$ cat config.mk
export PLATFORM = sky130hd
export DESIGN_NAME = stereo_serial_rx
export DESIGN_NICKNAME = d
export VERILOG_FILES = /design/src/rtl/ssrx_pkg.sv /design/src/rtl/ssrx_sync.sv /design/src/rtl/ssrx_edge.sv /design/src/rtl/ssrx_shift.sv /design/src/rtl/ssrx_route.sv /design/src/rtl/stereo_serial_rx.sv
export SDC_FILE = /design/constraint.sdc
export NUM_CORES = 1
export LEC_CHECK = 0
export ABC_AREA = 1
export BUFFER_PORTS_ARGS = -buffer_cell sky130_fd_sc_hd__clkbuf_2
export CORE_UTILIZATION = 50
export DETAILED_ROUTE_END_ITERATION = 8
export GPL_TIMING_DRIVEN = 1
export PLACE_DENSITY = 0.75
export SLEW_MARGIN = 20
export SYNTH_ARGS = -nofsm -noshare
export SYNTH_HDL_FRONTEND = slang
export SYNTH_SLANG_ARGS = --single-unit
$ cat constraint.sdc
create_clock -name clk -period 1.3 [get_ports clk]
set_clock_uncertainty 0.2 [all_clocks]
set_input_delay 0.13 -clock clk [delete_from_list [all_inputs] [get_ports clk]]
set_output_delay 0.13 -clock clk [all_outputs]
set_load 0.01 [all_outputs]
$ cat src/rtl/ssrx_pkg.sv
`timescale 1ns/1ps
package ssrx_pkg;
  localparam int unsigned SAMPLE_W    = 16;
  localparam int unsigned SYNC_STAGES = 2;
  // positions inside the synchronized input vector
  localparam int unsigned IX_SCLK = 0;
  localparam int unsigned IX_WSEL = 1;
  localparam int unsigned IX_DATA = 2;
  localparam int unsigned IX_HOLD = 3;
  localparam int unsigned N_SYNC  = 4;
  // word-select level of the half-period that just ended
  typedef enum logic {SIDE_CH2 = 1'b0, SIDE_CH1 = 1'b1} side_e;
endpackage

$ cat src/rtl/ssrx_sync.sv
`timescale 1ns/1ps
module ssrx_sync #(
  parameter int unsigned W      = 4,
  parameter int unsigned STAGES = 2
) (
  input  logic         clk,
  input  logic         rst_n,
  input  logic [W-1:0] d_async,
  output logic [W-1:0] q
);
  logic [W-1:0] stage_q [STAGES];

  for (genvar s = 0; s < STAGES; s++) begin : g_stage
    logic [W-1:0] stage_d;
    if (s == 0) begin : g_first
      assign stage_d = d_async;
    end else begin : g_next
      assign stage_d = stage_q[s-1];
    end
    always_ff @(posedge clk or negedge rst_n) begin
      if (!rst_n) stage_q[s] <= '0;
      else        stage_q[s] <= stage_d;
    end
  end

  assign q = stage_q[STAGES-1];
endmodule

$ cat src/rtl/ssrx_edge.sv
`timescale 1ns/1ps
module ssrx_edge #(
  parameter int unsigned W = 2
) (
  input  logic         clk,
  input  logic         rst_n,
  input  logic [W-1:0] lvl,
  output logic [W-1:0] chg,
  output logic [W-1:0] lvl_prev
);
  logic [W-1:0] prev_q;

  always_ff @(posedge clk or negedge rst_n) begin
    if (!rst_n) prev_q <= '0;
    else        prev_q <= lvl;
  end

  assign chg      = lvl ^ prev_q;
  assign lvl_prev = prev_q;
endmodule

$ cat src/rtl/ssrx_shift.sv
`timescale 1ns/1ps
module ssrx_shift #(
  parameter int unsigned W = 16
) (
  input  logic         clk,
  input  logic         rst_n,
  input  logic         shift_en,
  input  logic         bit_in,
  output logic [W-1:0] word
);
  logic [W-1:0] word_q, word_d;

  always_comb begin
    word_d = word_q;
    if (shift_en) word_d = {word_q[W-2:0], bit_in};
  end

  always_ff @(posedge clk or negedge rst_n) begin
    if (!rst_n) word_q <= '0;
    else        word_q <= word_d;
  end

  assign word = word_q;
endmodule

$ cat src/rtl/ssrx_route.sv
`timescale 1ns/1ps
module ssrx_route
  import ssrx_pkg::*;
#(
  parameter int unsigned W = 16
) (
  input  logic         clk,
  input  logic         rst_n,
  input  logic         run,
  input  logic         cap_en,
  input  side_e        cap_side,
  input  logic [W-1:0] word_in,
  output logic [W-1:0] ch1_word,
  output logic         ch1_valid,
  output logic [W-1:0] ch2_word,
  output logic         ch2_valid
);
  // slot index equals the side_e encoding: 1 = channel 1, 0 = channel 2
  logic [W-1:0] slot_q [2];
  logic [1:0]   strobe_q;

  for (genvar c = 0; c < 2; c++) begin : g_slot
    logic [W-1:0] slot_d;
    logic         strobe_d;
    logic         hit;

    assign hit = run && cap_en && (cap_side == side_e'(c));

    always_comb begin
      slot_d   = slot_q[c];
      strobe_d = 1'b0;
      if (!run) begin
        slot_d = '0;
      end else if (hit) begin
        slot_d   = word_in;
        strobe_d = 1'b1;
      end
    end

    always_ff @(posedge clk or negedge rst_n) begin
      if (!rst_n) begin
        slot_q[c]   <= '0;
        strobe_q[c] <= 1'b0;
      end else begin
        slot_q[c]   <= slot_d;
        strobe_q[c] <= strobe_d;
      end
    end
  end

  assign ch1_word  = slot_q[SIDE_CH1];
  assign ch1_valid = strobe_q[SIDE_CH1];
  assign ch2_word  = slot_q[SIDE_CH2];
  assign ch2_valid = strobe_q[SIDE_CH2];
endmodule

$ cat src/rtl/stereo_serial_rx.sv
`timescale 1ns/1ps
module stereo_serial_rx
  import ssrx_pkg::*;
#(
  parameter int unsigned WORD_W     = SAMPLE_W,
  parameter int unsigned SYNC_DEPTH = SYNC_STAGES
) (
  input  logic              clk,
  input  logic              rst_n,
  input  logic              hold_n,
  input  logic              sclk_in,
  input  logic              wsel_in,
  input  logic              sdin,
  output logic [WORD_W-1:0] ch1_word,
  output logic              ch1_valid,
  output logic [WORD_W-1:0] ch2_word,
  output logic              ch2_valid
);
  logic [N_SYNC-1:0] raw_vec, sync_vec;
  logic [1:0]        clk_chg, clk_prev;
  logic              sclk_rise;
  logic              wsel_edge;
  side_e             ended_side;
  logic [WORD_W-1:0] shift_word;

  always_comb begin
    raw_vec          = '0;
    raw_vec[IX_SCLK] = sclk_in;
    raw_vec[IX_WSEL] = wsel_in;
    raw_vec[IX_DATA] = sdin;
    raw_vec[IX_HOLD] = hold_n;
  end

  ssrx_sync #(.W(N_SYNC), .STAGES(SYNC_DEPTH)) u_sync (
    .clk     (clk),
    .rst_n   (rst_n),
    .d_async (raw_vec),
    .q       (sync_vec)
  );

  ssrx_edge #(.W(2)) u_edge (
    .clk      (clk),
    .rst_n    (rst_n),
    .lvl      ({sync_vec[IX_WSEL], sync_vec[IX_SCLK]}),
    .chg      (clk_chg),
    .lvl_prev (clk_prev)
  );

  assign sclk_rise  = clk_chg[0] && !clk_prev[0];
  assign wsel_edge  = clk_chg[1];
  assign ended_side = side_e'(clk_prev[1]);

  ssrx_shift #(.W(WORD_W)) u_shift (
    .clk      (clk),
    .rst_n    (rst_n),
    .shift_en (sclk_rise),
    .bit_in   (sync_vec[IX_DATA]),
    .word     (shift_word)
  );

  ssrx_route #(.W(WORD_W)) u_route (
    .clk       (clk),
    .rst_n     (rst_n),
    .run       (sync_vec[IX_HOLD]),
    .cap_en    (wsel_edge),
    .cap_side  (ended_side),
    .word_in   (shift_word),
    .ch1_word  (ch1_word),
    .ch1_valid (ch1_valid),
    .ch2_word  (ch2_word),
    .ch2_valid (ch2_valid)
  );
endmodule

==> flow_metrics.py <==
metrics = {
    "status": {
        "status": "complete, but fails checks",
        "violations": "hold timing",
    },
    "routing": {
        "num_vias": 1974,
        "first_iter_violations": 190,
        "wl_per_cell_microns": 15.8,
        "totalWireLength_microns": 5480,
        "firstDrtPassIters": 4,
        "drc": 0,
        "via_per_inst": 5.67,
        "antenna_left": 0,
    },
    "run": {
        "maxCapViolations": 0,
    },
    "global_route": {
        "grt_pass1_vias": 1843,
        "grt_max_degree": 30,
        "globalRouteOverflowTotal": 0,
        "grt_first_pass_wirelength_microns": 8750,
        "grt_usage_pct": 23.3,
        "antenna_found_initial": 0,
    },
    "setup_path": {
        "arrival_ns": 1.28,
        "critPathKind": "reg -> reg",
        "cp_max_fo": 9,
        "end_kind": "register",
        "required_ns": 1.33,
        "cp-start-kind": "register",
    },
    "power_and_ir_drop": {
        "power_leakage_uw": 0.00169,
        "powerDensity_mw_per_mm2": 1470,
        "total_power_uw": 4560,
        "ir_worst_vdd_mv": 1.35,
    },
    "synthesis": {
        "yosys.area_share.adder_pct": 0,
        "yosys.area_share.xor_xnor_pct": 0,
        "synth-compound-area-share_pct": 1.04,
        "avgSynthCellArea_sq_um": 10.5,
        "yosysUniqueCellTypes": 13,
        "synth_top_family_by_area": "simple AND/OR/NAND/NOR gates",
        "synth_cells": 229,
        "syn_nets": 235,
        "synth_mux_area_share_pct": 0,
        "ys_seq_area_share_pct": 62.3,
        "syn-cell-area_sq_mm": 0.00241,
        "synth-simple-area-share_pct": 28.4,
        "ys_seq_elements": 60,
        "ys_warn_count": 0,
    },
    "place": {
        "dp_hpwl_microns": 3390,
        "gp_congestion": 0.789,
        "port_buffers": 39,
        "dp_cells": 320,
    },
    "timing": {
        "min_period_ns": 1.25,
        "worstMarginPinSlew_ns": 0.240,
        "maxSlewViolCount": 0,
        "hold_ws_ns": -0.0205,
        "setup-violations-final": 0,
        "fin_crit_sh_pct": 96.1,
        "finalHoldViolCount": 5,
        "max_freq_mhz": 801,
        "slew_headroom_pct": 84.0,
    },
    "cts": {
        "cts.htree.levels": 3,
        "clock-sinks": 60,
        "cts_tree": "built",
        "root_buffer": "clkbuf_8",
        "clockBufferDepth": 2,
        "clkSlewWorstSetupHoldPaths_ns": 0.07,
        "clk_latency_ns": 0.34,
        "numCtsBuffers": 9,
    },
    "cells_and_area": {
        "area_delta_synth_final_pct": 28.6,
        "fill_cells": 336,
        "postLayoutCoreUtil_pct": 68.8,
        "diodes": 0,
        "layout.nets": 297,
        "layout-drive-gt1-share_pct": 29.7,
        "final-instance-count-excl-fill": 348,
    },
    "floorplan": {
        "die_w_microns": 71.4,
        "die_y_microns": 71.4,
        "row_count": 24,
        "die_area_sq_mm": 0.00510,
        "io_pins": 40,
        "core_area_sq_mm": 0.00450,
        "initial_utilization_pct": 53.5,
    },
    "hold_path": {
        "worstHoldPathType": "in -> async",
    },
}
through the flow:
step / hold WS (ns) / TNS, ns / cell area (sq um) / setup WS, ns
2_1_floorplan: -0.366 / 0 / 2410 / 0.0166
3_3_place_gp: -0.209 / 0 / 2720 / 0.0490
3_5_place_dp: -0.198 / 0 / 2720 / 0.00211
4_1_cts: 0.143 / -0.00164 / 3020 / -0.00164
5_1_grt: 0.00958 / -0.0384 / 3100 / -0.0149
6_report: -0.0205 / 0 / 3100 / 0.0513
cell type report:
type / count / area [sq um] / share of cell area [%]
inverters: 7 / 31.3 / 1.01
clock buffers: 11 / 141 / 4.56
well taps: 52 / 65.1 / 2.10
repair buffers: 68 / 531 / 17.1
clock inverters: 5 / 75.1 / 2.42
multi-input cells: 145 / 749 / 24.2
flip-flops and latches: 60 / 1510 / 48.6
worst max-delay path, stage by stage (launching register included):
cell and delay [ns]:
dfrtp_2 0.47, inv_6 0.12, nand3_4 0.14, nand3_1 0.14, nand2_1 0.06
synthesized netlist by cell type:
master | count | area (sq um)
inv_1 | 5 | 18.8
buf_6 | 10 | 113
nand2_1 | 61 | 229
buf_4 | 2 | 15.0
dfrtp_1 | 60 | 1500
buf_2 | 6 | 30.0
o21ai_0 | 2 | 10.0
buf_8 | 1 | 15.0
o21a_1 | 2 | 15.0
nand3_1 | 44 | 220
inv_2 | 2 | 7.51
nand4_1 | 32 | 200
nand3_4 | 2 | 35.0
state kept, by name (all words and copies together), names as in the netlist:
register                flops
u_edge.lvl_prev             2
u_shift.word               16
u_sync.g_stage.stage_d      4
u_route.ch2_word           16
u_sync.q                    4
u_route.ch1_word           16
u_route.ch2_valid           1
u_route.ch1_valid           1
final timing paths:
kind	startpoint	end	slack (ns)	cells after the start
min in group clk	u_sync.g_stage[1].stage_d[3]	u_sync.q[3]	0.14	0
setup / recovery	u_sync.q[1]	u_route.ch1_word[3]	0.05	4
hold reg to reg	u_sync.g_stage[1].stage_d[3]	u_sync.q[3]	0.14	0
hold / removal	rst_n	u_route.ch2_word[4]	-0.02	2
setup reg to reg	u_sync.q[1]	u_route.ch1_word[3]	0.05	4
max in group asynchronous	rst_n	u_edge.lvl_prev[1]	0.39	3
cell families after synthesis:
kind of cell	Yosys count
DFF	60
buffers and inverters	26
AOI/OAI and AO/OA	4
and+or+nand+nor	139
power by group:
part	leakage (uW)	total [uW]	internal, uW	switching [uW]
Clock	0.000113	1830	1120	711
Combinational	0.000786	517	227	290
Sequential	0.000787	2220	2040	173
layer usage:
layer | up-vias | wire length (microns) | GRT usage (%)
li1 | 926 | - | -
met1 | 941 | 2290 | 30.5
met2 | 91 | 2630 | 35.1
met3 | 16 | 415 | 7.74
met4 | 0 | 148 | 11.6
met5 | - | 0 | 0
placed cells by master (no fill, tap or decap):
cell / count
inv_2: 1
inv_6: 1
nand2_1: 61
inv_1: 5
nand4_1: 32
bufinv_16: 2
nand3_2: 1
clkbuf_2: 39
o21a_1: 2
o21ai_0: 2
buf_4: 16
clkbuf_16: 1
nand3_4: 4
clkbuf_1: 1
dfrtp_2: 3
buf_12: 7
nand3_1: 43
clkbuf_8: 10
dlygate4sd3_1: 5
dfrtp_1: 57
clkinv_2: 3
timing repair:
item,4_1_cts,5_1_grt
gates resized for setup,4,3
pin swaps,0,1
setup buffers,0,4
hold buffers,6,0
endpoints found under the setup margin,10,23
gates cloned,1,2
hold endpoints to repair,64,0
No activity file was read; power rests on OpenSTA's default activity.
